===== src/rtl/sdram_bank_seq.sv =====
module sdram_bank_seq #(
  parameter int BANK_W = 2,
  parameter int ROW_W  = 13,
  parameter int COL_W  = 10,
  parameter int T_RP   = 3,
  parameter int T_RCD  = 2,
  parameter int T_WR   = 4,
  localparam int ADDR_W = (ROW_W > COL_W) ? ROW_W : COL_W
) (
  input  logic              clk,
  input  logic              rst_n,
  input  logic              close_pol,
  input  logic              req_valid,
  output logic              req_ready,
  input  logic              req_write,
  input  logic [BANK_W-1:0] req_bank,
  input  logic [ROW_W-1:0]  req_row,
  input  logic [COL_W-1:0]  req_col,
  output logic [2:0]        cmd,
  output logic [BANK_W-1:0] cmd_bank,
  output logic [ADDR_W-1:0] cmd_addr,
  output logic              done
);
  localparam logic [2:0] CMD_DESEL = 3'd0;
  localparam logic [2:0] CMD_ACT   = 3'd1;
  localparam logic [2:0] CMD_RD    = 3'd2;
  localparam logic [2:0] CMD_WR    = 3'd3;
  localparam logic [2:0] CMD_PRE   = 3'd4;
  localparam int TMAX = (T_RP > T_RCD) ? ((T_RP > T_WR) ? T_RP : T_WR)
                                       : ((T_RCD > T_WR) ? T_RCD : T_WR);
  localparam int CW = $clog2(TMAX + 1);

  typedef enum logic [2:0] {S_IDLE, S_PRE_OLD, S_ACT, S_RW, S_PRE_CLOSE} st_t;

  st_t              st;
  logic [CW-1:0]    cnt, wr_cnt;
  logic             open_vld;
  logic [BANK_W-1:0] open_bank, r_bank;
  logic [ROW_W-1:0] open_row, r_row;
  logic [COL_W-1:0] r_col;
  logic             r_write, r_close;
  logic             hit, fire, is_pre;

  assign hit       = open_vld && open_bank == req_bank && open_row == req_row;
  assign is_pre    = st == S_PRE_OLD || st == S_PRE_CLOSE;
  assign fire      = is_pre ? (cnt == '0 && wr_cnt == '0)
                   : (st == S_ACT || st == S_RW) ? cnt == '0 : 1'b0;
  assign req_ready = st == S_IDLE;
  assign done      = fire && (st == S_PRE_CLOSE || (st == S_RW && !r_close));

  always_comb begin
    cmd      = CMD_DESEL;
    cmd_bank = '0;
    cmd_addr = '0;
    if (fire) begin
      case (st)
        S_PRE_OLD:   begin cmd = CMD_PRE; cmd_bank = open_bank; end
        S_PRE_CLOSE: begin cmd = CMD_PRE; cmd_bank = r_bank; end
        S_ACT:       begin cmd = CMD_ACT; cmd_bank = r_bank; cmd_addr = ADDR_W'(r_row); end
        S_RW:        begin
          cmd      = r_write ? CMD_WR : CMD_RD;
          cmd_bank = r_bank;
          cmd_addr = ADDR_W'(r_col);
        end
        default: ;
      endcase
    end
  end

  always_ff @(posedge clk) begin
    if (!rst_n) begin
      st        <= S_IDLE;
      cnt       <= '0;
      wr_cnt    <= '0;
      open_vld  <= 1'b0;
      open_bank <= '0;
      open_row  <= '0;
      r_bank    <= '0;
      r_row     <= '0;
      r_col     <= '0;
      r_write   <= 1'b0;
      r_close   <= 1'b0;
    end else begin
      if (fire && is_pre)                  cnt <= CW'(T_RP - 1);
      else if (fire && st == S_ACT)        cnt <= CW'(T_RCD - 1);
      else if (cnt != '0)                  cnt <= cnt - 1'b1;

      if (fire && st == S_RW && r_write)   wr_cnt <= CW'(T_WR - 1);
      else if (wr_cnt != '0)               wr_cnt <= wr_cnt - 1'b1;

      case (st)
        S_IDLE: if (req_valid) begin
          r_bank  <= req_bank;
          r_row   <= req_row;
          r_col   <= req_col;
          r_write <= req_write;
          r_close <= close_pol;
          if (open_vld && (close_pol || !hit)) st <= S_PRE_OLD;
          else if (open_vld)                   st <= S_RW;
          else                                 st <= S_ACT;
        end
        S_PRE_OLD: if (fire) begin
          open_vld <= 1'b0;
          st       <= S_ACT;
        end
        S_ACT: if (fire) begin
          open_vld  <= 1'b1;
          open_bank <= r_bank;
          open_row  <= r_row;
          st        <= S_RW;
        end
        S_RW: if (fire) st <= r_close ? S_PRE_CLOSE : S_IDLE;
        S_PRE_CLOSE: if (fire) begin
          open_vld <= 1'b0;
          st       <= S_IDLE;
        end
        default: st <= S_IDLE;
      endcase
    end
  end

  logic [15:0] since_pre, since_act, since_wr;
  always_ff @(posedge clk) begin
    if (!rst_n) begin
      since_pre <= 16'hFFFF;
      since_act <= 16'hFFFF;
      since_wr  <= 16'hFFFF;
    end else begin
      since_pre <= (cmd == CMD_PRE) ? 16'd1 : (since_pre == 16'hFFFF ? since_pre : since_pre + 16'd1);
      since_act <= (cmd == CMD_ACT) ? 16'd1 : (since_act == 16'hFFFF ? since_act : since_act + 16'd1);
      since_wr  <= (cmd == CMD_WR)  ? 16'd1 : (since_wr  == 16'hFFFF ? since_wr  : since_wr  + 16'd1);
    end
  end

  p_desel_idle_r1: assert property (@(posedge clk) disable iff (!rst_n)
    req_ready |-> (cmd == CMD_DESEL && cmd_addr == '0 && cmd_bank == '0));
  p_busy_after_accept_r2: assert property (@(posedge clk) disable iff (!rst_n)
    (req_valid && req_ready) |=> !req_ready);
  p_ready_after_done_r2: assert property (@(posedge clk) disable iff (!rst_n)
    done |=> req_ready);
  p_done_cmd_r4: assert property (@(posedge clk) disable iff (!rst_n)
    done |-> (cmd == CMD_RD || cmd == CMD_WR || cmd == CMD_PRE));
  p_trp_r10: assert property (@(posedge clk) disable iff (!rst_n)
    (cmd == CMD_ACT) |-> since_pre >= 16'(T_RP));
  p_trcd_r11: assert property (@(posedge clk) disable iff (!rst_n)
    (cmd == CMD_RD || cmd == CMD_WR) |-> since_act >= 16'(T_RCD));
  p_twr_r12: assert property (@(posedge clk) disable iff (!rst_n)
    (cmd == CMD_PRE) |-> since_wr >= 16'(T_WR));
endmodule


===== config.mk =====
export PLATFORM = sky130hd
export DESIGN_NAME = sdram_bank_seq
export DESIGN_NICKNAME = d
export VERILOG_FILES = /design/src/rtl/sdram_bank_seq.sv
export SDC_FILE = /design/constraint.sdc
export NUM_CORES = 1
export LEC_CHECK = 0
export BUFFER_PORTS_ARGS = -buffer_cell sky130_fd_sc_hd__buf_2
export CELL_PAD_IN_SITES_DETAIL_PLACEMENT = 1
export CELL_PAD_IN_SITES_GLOBAL_PLACEMENT = 1
export CORE_MARGIN = 3
export CORE_UTILIZATION = 43
export DETAILED_ROUTE_END_ITERATION = 10
export PLACE_DENSITY = 0.87
export SLEW_MARGIN = 20
export SYNTH_ARGS = -nofsm -noshare
export SYNTH_HDL_FRONTEND = slang
export SYNTH_SLANG_ARGS = --single-unit

===== constraint.sdc =====
create_clock -name clk -period 2.7 [get_ports clk]
set_clock_uncertainty 0.15 [all_clocks]
set_input_delay 0.405 -clock clk [delete_from_list [all_inputs] [get_ports clk]]
set_output_delay 0.405 -clock clk [all_outputs]
set_load 0.01 [all_outputs]

==> flow_summary_export.csv <==
group,metric,value,unit
worst_setup_path,crit_type,"reg2out",
worst_setup_path,cp.arrival,1.95,ns
synth,async_reset_ff_frac,0,
synth,ys_types,43,
synth,synth_compound_area_frac,0.180,
floorplan,die-width,83.2,µm
grt,antenna_found_initial,0,
routing,avgRoutedWirePerCell,15.5,µm
worst_setup_path,worstSetupStartpointType,"register",
synth,synth-seq-area-share,0.406,
clock_network,cts_buffer_depth,2,
floorplan,core,5640,µm²
timing,hold_viol,0,
pwr,p_leak,1.28,nW
grt,grt-ovfl-total,0,
synth,avgSynthCellArea,8.07,µm²
run,drv_cap,0,
pwr,peakVddDrop,0.461,mV
pwr,total_power,2.71,mW
floorplan,start_util,0.455,
synth,synth_top_family_by_area,"simple AND/OR/NAND/NOR gates",
clock_network,clock_sinks,52,
synth,synth_edf_count,0,
synth,synthMuxAreaShare,0.00829,
finish,postLayoutCoreUtil,0.523,
grt,grt_start_max_net_pins,54,
finish,stdcell_area,2950,µm²
timing,slew_headroom,0.560,
synth,netlist_top_cells_area,"dfxtp_1 41%, nand2_1 16%, a21boi_1 8.8%",
floorplan,die_y,83.2,µm
synth,synth_fp_nets,352,
timing,setup_viol_count_final,0,
finish,final_nets,395,
routing,ant_nets,0,
placement,place_area,2820,µm²
routing,viasPerCell,5.20,
clock_network,cts_tree,"done",
placement,port_buffers,49,
placement,place_hpwl,4500,µm
synth,ys_ff_latch,52,
finish,area_growth,15.1,%
routing,drt_wl_total,6730,µm
worst_setup_path,end_kind,"primary output",
worst_setup_path,r2r_slack,0.80,ns
timing,min_period,2.51,ns
pwr,power_density,917,nW/µm²
clock_network,cts-hold-fix-buffers,0,
synth,synth_simple_gate_area_frac,0.275,
timing,tns,0,ns
synth,synth_area,2560,µm²
routing,route.detailed.drc,0,
synth,synth_top_area_cell,"dfxtp_1",
finish,diodes,0,
timing,finalCritPeriodShare,0.928,
min_path,min_path_type,"in2reg",
clock_network,root_buffer,"clkbuf_8",
clock_network,cts_made_buffers,5,
timing,max_freq,399,MHz
grt,grt_use_total,0.203,
clock_network,post_cts_buffers,0,
routing,first_pass_iters,6,
finish,drive_above_1_share,0.202,
grt,grt_pass1_vias,2476,
synth,yosys_most_used_dff,"dfxtp_1",
timing,slew_viol_final,0,
floorplan,dieArea,6930,µm²
run_status,status,"completed",
worst_setup_path,cp.required,2.14,ns
floorplan,pin_count,50,
routing,drtIter0Drc,79,
synth,post_synth_xor_area_fraction,0.0580,
worst_setup_path,cp_max_fo,4,
clock_network,cts_resized,0,
clock_network,h-tree-depth,2,
timing,tightest_slew,0.660,ns
synth,synthDominantCellAreaShare,0.406,
synth,synth_adder_area_share,0.0195,
synth,yosys_warnings,0,
clock_network,clkLatencyLatePin,0.31,ns
clock_network,clk_pin_slew,0.10,ns
synth,netlist_instances,318,
floorplan,rows,27,
grt,grt_pass1_wl,11600,µm
routing,vias,2256,
timing,grt_setup_unrepaired,"no",
placement,gp_congestion,0.834,
-- cell usage in the layout, fill, tap and decap left out, types with 2 or more instances in the layout --
master / instances
a21boi_0: 11
a21boi_1: 30
a21oi_1: 8
and2_1: 4
and3_1: 2
buf_2: 49
buf_4: 5
clkbuf_8: 7
dfxtp_1: 51
ha_1: 4
inv_1: 6
nand2_1: 108
nand2b_1: 2
nor2_1: 12
nor2b_1: 7
nor3_1: 6
nor3_4: 2
nor4_1: 2
o21a_1: 5
o22ai_1: 2
xnor2_1: 6
xor2_1: 11
-- cells in the mapped netlist (3+ instances only) --
master	count
a21boi_0	11
buf_2	4
nor3_1	6
ha_1	4
clkbuf_1	7
a21oi_1	8
inv_1	6
nand2_1	108
and2_1	4
buf_6	4
a21boi_1	30
o21a_1	5
buf_4	3
dfxtp_1	52
xor2_1	11
nor2b_1	7
xnor2_1	6
nor2_1	12
-- per-stage QoR --
stage / setup WS [ns] / cells / hold slack [ns]
after detailed placement: 0.541 / 426 / 0.301
after global routing: 0.0644 / 434 / 0.184
after global placement: 0.628 / 426 / 0.291
after floorplan: 0.852 / 318 / 0.280
final: 0.193 / 434 / 0.175
after CTS: 0.180 / 434 / 0.172
-- cell families (layout without fill, tap and decap cells) --
logic type,after synthesis,count (layout)
compound gates,64,64
xor+xnor,17,17
fa+ha+maj,4,4
buf+inv,24,68
flops,52,52
mux,2,2
simple gates,155,155
-- worst max-delay path, stage by stage, from the launching register on --
cell and delay, ns:
dfxtp_1 0.32, inv_1 0.12, ha_1 0.21, and2b_1 0.23, nand2_1 0.11, or3_1 0.42, inv_1 0.10, buf_2 0.13
-- flip-flops by register name (all words and copies together) (netlist names) --
signal and count:
cnt 3, open_bank 2, open_row 13, open_vld 1, r_bank 2, r_close 1, r_col 10, r_row 13
r_write 1, st 3, wr_cnt 3
-- power by group --
part | switching (mW) | internal, mW
clock network | 0.259 | 0.327
registers | 0.157 | 0.917
logic | 0.650 | 0.396
-- path summary, 6_finish.rpt --
kind	startpoint	cells after the start	end
setup / recovery	wr_cnt[0]$_SDFFE_PN0P_	7	cmd[2]
hold reg to reg	r_col[5]$_SDFFE_PN0P_	2	r_col[5]$_SDFFE_PN0P_
setup reg to reg	st[2]$_SDFFE_PN0P_	5	open_row[0]$_SDFFE_PN0P_
hold / removal	req_col[5]	3	r_col[5]$_SDFFE_PN0P_
-- area by class of cell --
cell class	instances	area, µm²
Clock buffer	7	96.3
Clock inverter	1	30.0
Fill cell	704	2690
Inverter	6	22.5
Multi-Input combinational cell	242	1390
Sequential cell	52	1040
Tap cell	72	90.1
Timing Repair Buffer	54	283
-- metal layers --
metal | wire, µm | vias up | GRT usage | part of all wire
met2 | 3430 | 39 | 0.358 | 0.51
met3 | 289 | 12 | 0.0506 | 0.043
met1 | 2900 | 1081 | 0.234 | 0.43
met5 | 0 | - | 0 | 0
met4 | 112 | 0 | 0.0773 | 0.017
li1 | - | 1124 | - | -
Power figures use the tool's default switching activity.
